===== src/rtl/frame_seq_pkg.sv =====
package frame_seq_pkg;

  typedef enum logic [2:0] {
    ST_IDLE,
    ST_PRE,
    ST_XFER,
    ST_POST,
    ST_JUMP,
    ST_FIN
  } seqState_t;

  // strobes from control to datapath
  typedef struct packed {
    logic load;     // capture a new request
    logic preAdj;   // release local space (restore)
    logic postAdj;  // reserve local space (save)
    logic step;     // one word moved: clear mask bit, move pointer
    logic capJump;  // capture jump target from register file
    logic selJump;  // point register read port at the jump register
  } dpStrobe_t;

endpackage


===== src/rtl/frame_seq_pick.sv =====
// Priority pick over the remaining mask; HIGH_FIRST picks the variant.
module frame_seq_pick #(
  parameter int NUM_REGS   = 12,
  parameter bit HIGH_FIRST = 1'b0,
  localparam int IDX_W = $clog2(NUM_REGS)
) (
  input  logic [NUM_REGS-1:0] mask,
  output logic [IDX_W-1:0]    idx
);

  generate
    if (HIGH_FIRST) begin : g_high
      always_comb begin
        idx = '0;
        for (int i = 0; i < NUM_REGS; i++) begin
          if (mask[i]) idx = IDX_W'(i);
        end
      end
    end else begin : g_low
      always_comb begin
        idx = '0;
        for (int i = NUM_REGS - 1; i >= 0; i--) begin
          if (mask[i]) idx = IDX_W'(i);
        end
      end
    end
  endgenerate

endmodule


===== src/rtl/frame_seq_ctrl.sv =====
module frame_seq_ctrl
  import frame_seq_pkg::*;
(
  input  logic       clk,
  input  logic       rstN,
  input  logic       start,
  input  logic       restoreReq,
  input  logic       memReady,
  input  logic       maskEmpty,
  input  logic       modeRestore,
  input  logic       jumpNonZero,
  output dpStrobe_t  strobe,
  output logic       busy,
  output logic       done,
  output logic       memReq,
  output logic       memWrite,
  output logic       rfWrEn
);

  seqState_t state, nextState;

  always_ff @(posedge clk) begin
    if (!rstN) state <= ST_IDLE;
    else       state <= nextState;
  end

  always_comb begin
    nextState = state;
    strobe    = '0;
    memReq    = 1'b0;
    done      = 1'b0;
    unique case (state)
      ST_IDLE: begin
        if (start) begin
          strobe.load = 1'b1;
          nextState   = restoreReq ? ST_PRE : ST_XFER;
        end
      end
      ST_PRE: begin
        strobe.preAdj = 1'b1;
        nextState     = ST_XFER;
      end
      ST_XFER: begin
        if (maskEmpty) begin
          if (!modeRestore)     nextState = ST_POST;
          else if (jumpNonZero) nextState = ST_JUMP;
          else                  nextState = ST_FIN;
        end else begin
          memReq      = 1'b1;
          strobe.step = memReady;
        end
      end
      ST_POST: begin
        strobe.postAdj = 1'b1;
        nextState      = ST_FIN;
      end
      ST_JUMP: begin
        strobe.selJump = 1'b1;
        strobe.capJump = 1'b1;
        nextState      = ST_FIN;
      end
      ST_FIN: begin
        done      = 1'b1;
        nextState = ST_IDLE;
      end
      default: nextState = ST_IDLE;
    endcase
  end

  assign busy     = (state != ST_IDLE);
  assign memWrite = memReq && !modeRestore;
  assign rfWrEn   = memReq && memReady && modeRestore;

endmodule


===== src/rtl/frame_seq_dp.sv =====
module frame_seq_dp
  import frame_seq_pkg::*;
#(
  parameter int DATA_W   = 32,
  parameter int NUM_REGS = 12,
  parameter int BASE_REG = 20,
  parameter int IMM_W    = 5,
  parameter int RA_W     = 5,
  localparam int IDX_W      = $clog2(NUM_REGS),
  localparam int WORD_BYTES = DATA_W / 8,
  localparam int SHIFT      = $clog2(WORD_BYTES)
) (
  input  logic                clk,
  input  logic                rstN,
  input  dpStrobe_t           strobe,
  input  logic                restoreReq,
  input  logic                listHi,
  input  logic [NUM_REGS-2:0] listLo,
  input  logic [IMM_W-1:0]    frameImm,
  input  logic [RA_W-1:0]     jumpReg,
  input  logic [DATA_W-1:0]   spIn,
  input  logic [DATA_W-1:0]   memRdata,
  input  logic [DATA_W-1:0]   rfRdData,
  output logic                maskEmpty,
  output logic                modeRestore,
  output logic                jumpNonZero,
  output logic [DATA_W-1:0]   spOut,
  output logic                jumpValid,
  output logic [DATA_W-1:0]   jumpTarget,
  output logic [DATA_W-1:0]   memAddr,
  output logic [DATA_W-1:0]   memWdata,
  output logic [RA_W-1:0]     rfRdAddr,
  output logic [RA_W-1:0]     rfWrAddr,
  output logic [DATA_W-1:0]   rfWrData
);

  logic [DATA_W-1:0]   spReg;
  logic [NUM_REGS-1:0] remMask;
  logic [IMM_W-1:0]    immReg;
  logic [RA_W-1:0]     jumpSel;
  logic [IDX_W-1:0]    lowIdx, highIdx, pickIdx;
  logic [DATA_W-1:0]   frameBytes;
  logic [RA_W-1:0]     pickReg;

  frame_seq_pick #(.NUM_REGS(NUM_REGS), .HIGH_FIRST(1'b0)) pickLow_i (
    .mask(remMask), .idx(lowIdx)
  );
  frame_seq_pick #(.NUM_REGS(NUM_REGS), .HIGH_FIRST(1'b1)) pickHigh_i (
    .mask(remMask), .idx(highIdx)
  );

  assign pickIdx    = modeRestore ? highIdx : lowIdx;
  assign pickReg    = RA_W'(BASE_REG) + RA_W'(pickIdx);
  assign frameBytes = DATA_W'(immReg) << SHIFT;

  always_ff @(posedge clk) begin
    if (!rstN) begin
      spReg       <= '0;
      remMask     <= '0;
      modeRestore <= 1'b0;
      immReg      <= '0;
      jumpSel     <= '0;
      jumpTarget  <= '0;
      jumpValid   <= 1'b0;
    end else begin
      if (strobe.load) begin
        spReg       <= spIn;
        remMask     <= {listHi, listLo};
        modeRestore <= restoreReq;
        immReg      <= frameImm;
        jumpSel     <= jumpReg;
        jumpValid   <= 1'b0;
      end
      if (strobe.preAdj)  spReg <= spReg + frameBytes;
      if (strobe.postAdj) spReg <= spReg - frameBytes;
      if (strobe.step) begin
        remMask <= remMask & ~(NUM_REGS'(1) << pickIdx);
        spReg   <= modeRestore ? spReg + DATA_W'(WORD_BYTES)
                               : spReg - DATA_W'(WORD_BYTES);
      end
      if (strobe.capJump) begin
        jumpTarget <= rfRdData;
        jumpValid  <= 1'b1;
      end
    end
  end

  assign maskEmpty   = (remMask == '0);
  assign jumpNonZero = (jumpSel != '0);
  assign spOut       = spReg;
  assign memAddr     = modeRestore ? spReg : spReg - DATA_W'(WORD_BYTES);
  assign memWdata    = rfRdData;
  assign rfRdAddr    = strobe.selJump ? jumpSel : pickReg;
  assign rfWrAddr    = pickReg;
  assign rfWrData    = memRdata;

endmodule


===== src/rtl/frame_seq.sv =====
module frame_seq
  import frame_seq_pkg::*;
#(
  parameter int DATA_W   = 32,
  parameter int NUM_REGS = 12,
  parameter int BASE_REG = 20,
  parameter int IMM_W    = 5,
  parameter int RA_W     = 5
) (
  input  logic                clk,
  input  logic                rstN,
  input  logic                start,
  input  logic                restoreMode,
  input  logic                listHi,
  input  logic [NUM_REGS-2:0] listLo,
  input  logic [IMM_W-1:0]    frameImm,
  input  logic [RA_W-1:0]     jumpReg,
  input  logic [DATA_W-1:0]   spIn,
  output logic                busy,
  output logic                done,
  output logic [DATA_W-1:0]   spOut,
  output logic                jumpValid,
  output logic [DATA_W-1:0]   jumpTarget,
  output logic                memReq,
  output logic                memWrite,
  output logic [DATA_W-1:0]   memAddr,
  output logic [DATA_W-1:0]   memWdata,
  input  logic [DATA_W-1:0]   memRdata,
  input  logic                memReady,
  output logic [RA_W-1:0]     rfRdAddr,
  input  logic [DATA_W-1:0]   rfRdData,
  output logic                rfWrEn,
  output logic [RA_W-1:0]     rfWrAddr,
  output logic [DATA_W-1:0]   rfWrData
);

  dpStrobe_t strobe;
  logic      maskEmpty, modeRestore, jumpNonZero;

  frame_seq_ctrl ctrl_i (
    .clk(clk), .rstN(rstN), .start(start), .restoreReq(restoreMode),
    .memReady(memReady), .maskEmpty(maskEmpty), .modeRestore(modeRestore),
    .jumpNonZero(jumpNonZero), .strobe(strobe), .busy(busy), .done(done),
    .memReq(memReq), .memWrite(memWrite), .rfWrEn(rfWrEn)
  );

  frame_seq_dp #(
    .DATA_W(DATA_W), .NUM_REGS(NUM_REGS), .BASE_REG(BASE_REG),
    .IMM_W(IMM_W), .RA_W(RA_W)
  ) dp_i (
    .clk(clk), .rstN(rstN), .strobe(strobe), .restoreReq(restoreMode),
    .listHi(listHi), .listLo(listLo), .frameImm(frameImm), .jumpReg(jumpReg),
    .spIn(spIn), .memRdata(memRdata), .rfRdData(rfRdData),
    .maskEmpty(maskEmpty), .modeRestore(modeRestore), .jumpNonZero(jumpNonZero),
    .spOut(spOut), .jumpValid(jumpValid), .jumpTarget(jumpTarget),
    .memAddr(memAddr), .memWdata(memWdata), .rfRdAddr(rfRdAddr),
    .rfWrAddr(rfWrAddr), .rfWrData(rfWrData)
  );

endmodule


===== config.mk =====
export PLATFORM = sky130hd
export DESIGN_NAME = frame_seq
export DESIGN_NICKNAME = d
export VERILOG_FILES = /design/src/rtl/frame_seq_pkg.sv /design/src/rtl/frame_seq_pick.sv /design/src/rtl/frame_seq_ctrl.sv /design/src/rtl/frame_seq_dp.sv /design/src/rtl/frame_seq.sv
export SDC_FILE = /design/constraint.sdc
export NUM_CORES = 1
export LEC_CHECK = 0
export ABC_CLOCK_PERIOD_IN_PS = 2700
export BUFFER_PORTS_ARGS = -buffer_cell sky130_fd_sc_hd__buf_4
export CAP_MARGIN = 20
export CORE_MARGIN = 3
export CORE_UTILIZATION = 51
export CTS_CLUSTER_DIAMETER = 150
export DETAILED_ROUTE_END_ITERATION = 12
export PLACE_DENSITY_LB_ADDON = 0.1
export SETUP_SLACK_MARGIN = 0.5
export SLEW_MARGIN = 20
export SYNTH_ARGS = -nofsm -noshare
export SYNTH_HDL_FRONTEND = slang
export SYNTH_HIERARCHICAL = 1
export SYNTH_SLANG_ARGS = --single-unit

===== constraint.sdc =====
create_clock -name clk -period 2.7 [get_ports clk]
set_input_delay 0.27 -clock clk [delete_from_list [all_inputs] [get_ports clk]]
set_output_delay 0.27 -clock clk [all_outputs]
set_load 0.01 [all_outputs]

== Yosys cells after proc, flatten, opt, wreduce, memory -nomap -nowiden ==
Cells that the tools add are included.
Storage, ports and cells
  flip-flop bits (word level): 91
  input port bits: 123
  output and inout port bits: 176
  logic and storage cells: 87
Operators by class
  $add $sub $neg: 5
  equality and inequality tests: 7
  shift operators: 1
  mux-type cells: 51
  bitwise logic cells: 2
  reduce and logical (&&, ||, !) cells: 13
Operators by type and width (number)
  $mux 32: 6
  $mux 4: 23
  $add 32x3->32 const B: 1
  $add 32x7->32: 1
  $sub 32x3->32 const B: 1
  $sub 32x7->32: 1
  $mux 12: 2
  $mux 1: 13
  $and 12x12->12: 1
  $logic_not 12->1: 1
  $not 12->12: 1
  $pmux 3 s4: 1
  $shl 1x4->12 const A: 1
  $mux 3: 3
  $eq 3x2->1 const B: 2
  $eq 3x3->1 const B: 2
  $add 5x4->5 const A: 1
  $mux 5: 1
  $reduce_bool 5->1: 1
  $mux 2: 2
  $reduce_bool 2->1: 2
  $reduce_bool 4->1: 1
  $eq 3x1->1 const B: 1
  $logic_and 1x1->1: 3
  7 further kinds: 7

== Longest topological paths before layout ==
  depth after elaboration: 17
  gate-level depth with buffers: 12
  mapped depth without buffers: 10

== Cells and area by module ==
The synthesis kept the hierarchy.
Modules (own cells, without submodules)
  frame_seq_dp: instances 1, cells an instance 962, area an instance 7534.7 um^2, seq. area each 1761.7 um^2
  frame_seq_ctrl: instances 1, cells an instance 38, area an instance 326.6 um^2, seq. area each 60.1 um^2
  frame_seq_pick at dp_i.pickLow_i: instances 1, cells an instance 20, area an instance 113.9 um^2, seq. area each 0.0 um^2
  frame_seq_pick at dp_i.pickHigh_i: instances 1, cells an instance 18, area an instance 92.6 um^2, seq. area each 0.0 um^2

== Worst setup path after synthesis ==
No wires, ideal clock.
  kind: reg-to-reg
  start: register dp_i.remMask[6]
  end: register dp_i.spReg[23], in the netlist dp_i/spOut[23]
  library setup time: 0.118 ns
  data arrival time: 2.393 ns
  data required time: 2.582 ns
  path slack: 0.189 ns
  stages on the path, launching flop included: 11
  path buffers: 3
  period minus slack after synthesis: 2.511 ns
  cell sequence: dfxtp_1 nor4_1 and3_1 nor4b_4 and2_1 clkbuf_1 clkbuf_1 clkbuf_1 a31oi_1 a22oi_1 nor2_1
RTL lines
  from (decl): RTL line frame_seq_dp.sv:38  | logic [NUM_REGS-1:0] remMask;
  from (signal assigned): RTL line frame_seq_dp.sv:68  | remMask <= {listHi, listLo};
  from (signal assigned): RTL line frame_seq_dp.sv:77  | remMask <= remMask & ~(NUM_REGS'(1) << pickIdx);
  to (signal assigned): RTL line frame_seq_dp.sv:67  | spReg <= spIn;
  to (signal assigned): RTL line frame_seq_dp.sv:74  | if (strobe.preAdj) spReg <= spReg + frameBytes;
  to (signal assigned): RTL line frame_seq_dp.sv:75  | if (strobe.postAdj) spReg <= spReg - frameBytes;
  to (decl): RTL line frame_seq_dp.sv:37  | logic [DATA_W-1:0] spReg;

== Worst setup path in the final report ==
  start: register dp_i.remMask[3]
  end: output port rfRdAddr[3]
Between the ends
  elaborated cells on any way between the ends: 16
  classes of those cells: add/sub: 1; mux: 15
RTL lines
  $mux 4 (4 in a row): RTL line frame_seq_pick.sv:23  | if (mask[i]) idx = IDX_W'(i);
  net dp_i.lowIdx[3]: RTL line frame_seq_dp.sv:41  | logic [IDX_W-1:0] lowIdx, highIdx, pickIdx;
  $mux 4: RTL line frame_seq_dp.sv:52  | assign pickIdx = modeRestore ? highIdx : lowIdx;
  $add 5x4->5: RTL line frame_seq_dp.sv:53  | assign pickReg = RA_W'(BASE_REG) + RA_W'(pickIdx);
  $mux 5: RTL line frame_seq_dp.sv:93  | assign rfRdAddr = strobe.selJump ? jumpSel : pickReg;
  to (decl): RTL line frame_seq.sv:30  | output logic [RA_W-1:0] rfRdAddr,
The timed path passes the listed nets, and every way through them passes these cells.

==> summary by stage <==
Run status
The run finished, with violations left. The checks that failed: setup timing.

Clock network
The deepest clock path buffer count is 2. The tree is rooted in a sky130_fd_sc_hd__clkbuf_16. The clock latency on the worst-skew pair is 0.36 ns.

The clock tree from TritonCTS is built. Clock-pin slew was measured on the worst setup and hold paths at 0.07 ns. The H-tree generated during clock tree synthesis spans 3 levels.

The clock sink count is a little over 90. The number of clock buffers added by TritonCTS is 9.

Timing
The final-report hold violation count is 0. The routed design could run at a clock period as short as about 2.7 ns. Setup repair after global routing could not meet its margin everywhere. Derived from the worst setup path, the maximum achievable clock frequency is around 370 MHz. The share of the clock period used by the worst path after layout is 101%.

For the pin with the worst max-slew slack, the measured transition is between 0.5 and 0.6 ns. Across all setup checks in the final design, the least slack found is -0.0177 ns. In this run the tightest slew margin relative to its limit is 61.2%. For the final database, setup skew stands at approximately 0.011 ns. The max-slew violation count is 0. Setup violations remaining at the end of the flow were counted as 1. After routing, the total negative slack on setup checks comes to -0.0177 ns.

GRT
The maximum number of pins on one net before global-route repair is 53. The via count of the first global-routing pass is roughly 9500. The total overflow left after global routing is 0. The first-pass GRT wire length is ~50000 µm.

For this run, the total global-route usage over all layers was measured as a little over a third. The number of antenna violations at the first check in global routing is 0.

Pwr
The peak supply drop is between 600 and 700 µV. Power comes to between 0.015 and 0.02 W. The static power due to leakage is around 5.4 nW. The switching share of power is about half. The net switching power of the design is slightly above 0.008 W. The share of total power dissipated in combinational logic is about three quarters. Sequential cells burn between 10 and 15% of the power. The cell internal power dissipation is ~0.009 W.

The power density over the cells is 1320 nW/µm². The clock share of power is roughly 8.6%.

Hold path
The path with the worst hold slack has its endpoint at dp_i/remMask[0]. The min-delay analysis places its worst path in the category primary input to flip-flop. The depth of the worst hold-timing path is 3. In this run the most critical hold path is launched from listLo[0].

Placement
The sum of net half-perimeters after detailed placement is about 22000 µm. Once placement completed, the tool counted placed cells totaling between 1000 and 1500. The final estimated routing congestion in global placement is 0.993.

The number of port buffers is ~230.

Finish
The proportion of layout cells with a drive suffix above 1 is a little over half. The net count of the finished layout is around 1500. The finished layout holds 1555 standard cells, fillers aside. Relative to the synthesized area, the layout overhead comes to 60.7%. The final core utilization is 84.6%. The number of antenna diodes in the final layout is 0.

Floorplanning
The count of standard-cell rows is 45. The area of the core is 15300 µm². The x dimension of the die is approximately 130 µm. The die boundary height is about 130 µm. The starting utilization of the core area is 52.7%. Pin placement for this block handled between 200 and 300 I/O pins. The die covers 17400 µm².

Detailed routing
The violation count after the first detailed-routing iteration is ~1600. In the routed layout, each cell is associated on average with a via count of ~6.6. The residual antenna-violating net count after detailed routing is 0.

In the routed design, unresolved DRC markers number 0. The routed design has ~38000 µm of wire. The final routed wire length divided by cell count is about 24 µm. The total number of vias is 10260. For this run, the detailed router's first-pass iteration total came to 6.

Logic synthesis
The synthesized design contains 0 enable-type register cells. The async set-reset flop share out of synthesis is 0%. The post-synthesis cell area is around 8000 µm². The area share of the leading cell type in the synthesized netlist is a little under a quarter. When the netlist entered floorplanning its net count stood at around 1200. Yosys printed 6 warnings. After synthesis the netlist holds a flip-flop and latch count of 91. The share of the Yosys chip area taken by registers is a little under a quarter. Synthesis produced a netlist whose cell count is slightly above 1000. The most used flip-flop cell after synthesis is sky130_fd_sc_hd__dfxtp_1. Each instance of the synthesized netlist takes up on average roughly 8 µm². The cell accounting for the most synthesized area is sky130_fd_sc_hd__dfxtp_1. By area the synthesized netlist is led by sky130_fd_sc_hd__dfxtp_1 (23%), sky130_fd_sc_hd__mux2i_1 (6.9%), sky130_fd_sc_hd__buf_4 (6.5%).

After synthesis, the netlist uses just over 90 different library cells.

Setup path
Across all register-to-register paths, the minimum setup slack is approximately 0.13 ns. Measured in cells, the most critical reg-to-reg path has a length of 12. The peak fanout along the critical path is 2.

STA classifies the critical path endpoint as an output port. STA puts the critical path data arrival time at about 2.5 ns. In this run the critical register-to-register path is captured at dp_i/spOut[28]. The startpoint type of the worst setup path is a flip-flop. The endpoint required time on the critical path is 2.43 ns. The worst register-to-register path begins at dp_i/spOut[4]. The class of the most critical setup path is flip-flop to output port.

Run
The tool flagged a number of max-cap violations equal to 0.
==> worst max path at each step <==
stage,start,to,slack (ns),depth (start not counted)
finish,dp_i/remMask[3],rfRdAddr[3],-0.02,8
global route,dp_i/remMask[3],rfRdAddr[3],-0.03,8
CTS,dp_i/spOut[3],memAddr[18],0.07,8
detailed placement,dp_i/immReg[1],dp_i/spOut[9],0.05,10
global placement,dp_i/immReg[1],dp_i/spOut[9],0.06,10
floorplan,ctrl_i/state[2],dp_i/jumpTarget[0],0.36,8
==> worst max-delay path, cell delays in order (launching register included) <==
cell and delay, ns:
sky130_fd_sc_hd__dfxtp_2 0.33, sky130_fd_sc_hd__buf_6 0.11, sky130_fd_sc_hd__or4_4 0.54, sky130_fd_sc_hd__nor3b_2 0.21
sky130_fd_sc_hd__mux2i_1 0.15, sky130_fd_sc_hd__inv_1 0.14, sky130_fd_sc_hd__ha_4 0.21, sky130_fd_sc_hd__mux2_2 0.27
sky130_fd_sc_hd__buf_6 0.12
==> synthesized netlist by cell type, types with 4 or more instances <==
cell	n
sky130_fd_sc_hd__o21ai_1	6
sky130_fd_sc_hd__clkbuf_1	55
sky130_fd_sc_hd__or3_1	5
sky130_fd_sc_hd__a21boi_0	12
sky130_fd_sc_hd__buf_2	14
sky130_fd_sc_hd__nor2b_1	59
sky130_fd_sc_hd__o22ai_1	5
sky130_fd_sc_hd__nor3_1	23
sky130_fd_sc_hd__o211a_1	4
sky130_fd_sc_hd__a21oi_1	55
sky130_fd_sc_hd__o21a_1	11
sky130_fd_sc_hd__and3_1	13
sky130_fd_sc_hd__and4_1	6
sky130_fd_sc_hd__a21o_1	4
sky130_fd_sc_hd__mux2_2	4
sky130_fd_sc_hd__o211ai_1	11
sky130_fd_sc_hd__nor4_1	15
sky130_fd_sc_hd__xor2_1	32
sky130_fd_sc_hd__inv_1	30
sky130_fd_sc_hd__ha_1	13
sky130_fd_sc_hd__nand4_1	13
sky130_fd_sc_hd__buf_1	4
sky130_fd_sc_hd__nor2_1	61
sky130_fd_sc_hd__a31oi_1	21
sky130_fd_sc_hd__nand2b_1	9
sky130_fd_sc_hd__a211oi_1	11
sky130_fd_sc_hd__and2_1	5
sky130_fd_sc_hd__a221oi_1	12
sky130_fd_sc_hd__o221ai_1	8
sky130_fd_sc_hd__mux2i_1	56
sky130_fd_sc_hd__o21ai_0	45
sky130_fd_sc_hd__or4_1	4
sky130_fd_sc_hd__buf_4	70
sky130_fd_sc_hd__a221o_1	4
sky130_fd_sc_hd__dfxtp_1	91
sky130_fd_sc_hd__nand2_1	93
sky130_fd_sc_hd__xnor2_1	35
sky130_fd_sc_hd__nand3_1	31
==> area by class of cell <==
cell class                 count  area (µm²)
multi-input combinational    768        6630
timing repair buffer         437        3710
fill                         894        2350
sequential                    91        1900
tap                          211         264
clock buffer                  10         229
inverter                      32         128
clock inverter                 6        96.3
==> power by group through the flow <==
stage               Clock, W  Combinational (W)  Sequential, W
global route         0.00153             0.0135        0.00252
finish               0.00146             0.0131        0.00249
global placement           0            0.00811        0.00236
CTS                  0.00145             0.0106        0.00238
floorplan                  0            0.00521        0.00213
detailed placement         0            0.00813        0.00237
==> placed cells by master, fill, tap and decap left out, types with 11 or more instances in the layout <==
cell / n
sky130_fd_sc_hd__buf_4: 351
sky130_fd_sc_hd__xor2_1: 27
sky130_fd_sc_hd__nor2b_1: 53
sky130_fd_sc_hd__o21ai_0: 30
sky130_fd_sc_hd__buf_6: 71
sky130_fd_sc_hd__xnor2_2: 17
sky130_fd_sc_hd__nor2_4: 12
sky130_fd_sc_hd__dfxtp_2: 23
sky130_fd_sc_hd__nor2_1: 41
sky130_fd_sc_hd__xnor2_1: 17
sky130_fd_sc_hd__a21boi_1: 11
sky130_fd_sc_hd__dfxtp_1: 54
sky130_fd_sc_hd__nand2_1: 80
sky130_fd_sc_hd__mux2i_1: 53
sky130_fd_sc_hd__a21oi_1: 44
sky130_fd_sc_hd__nand4_1: 13
sky130_fd_sc_hd__o211ai_1: 11
sky130_fd_sc_hd__o21ai_1: 13
sky130_fd_sc_hd__nand3_1: 20
sky130_fd_sc_hd__o21a_1: 11
sky130_fd_sc_hd__dfxtp_4: 14
sky130_fd_sc_hd__a31oi_1: 21
sky130_fd_sc_hd__inv_1: 22
==> kinds of logic (layout without fill, tap and decap cells) <==
family	after synthesis	in the layout	share of synthesized area (%)
and+or+nand+nor	372	372	25.8
AOI/OAI and AO/OA	254	254	22.2
buffers and inverters	179	485	12.1
DFF	91	91	22.6
xor gates and xnor gates	67	67	7.27
muxes	60	60	7.51
adders and majority gates	15	15	2.51
==> metal layers <==
metal	wire [µm]	global-route usage, %	share of wire [%]
met2	17400	61.1	46
met5	0	0	0
met4	2950	21.3	7.8
met1	12800	42.2	34
met3	4520	8.89	12
==> flip-flops by register name (all words and copies together) (netlist names) <==
name / count
ctrl_i/state: 3
dp_i/spOut: 32
dp_i/jumpValid: 1
dp_i/modeRestore: 1
dp_i/jumpTarget: 32
dp_i/immReg: 5
dp_i/jumpSel: 5
dp_i/remMask: 12
==> through the flow <==
stage | area, µm² | worst slack (ns) | hold slack [ns]
finish | 13000 | -0.0177 | 0.151
global route | 13000 | -0.0272 | 0.159
CTS | 11900 | 0.0664 | 0.161
detailed placement | 10000 | 0.0539 | 0.506
global placement | 10000 | 0.0608 | 0.496
floorplan | 8260 | 0.361 | 0.403
==> timing repair <==
item                       4_1_cts  5_1_grt
cloned                           1        0
hold buffers                     0        0
pin swaps                       78      100
buffers inserted                81       42
gates resized for setup        224      169
setup endpoints to repair       76       81
No activity file was read; power rests on OpenSTA's default activity.
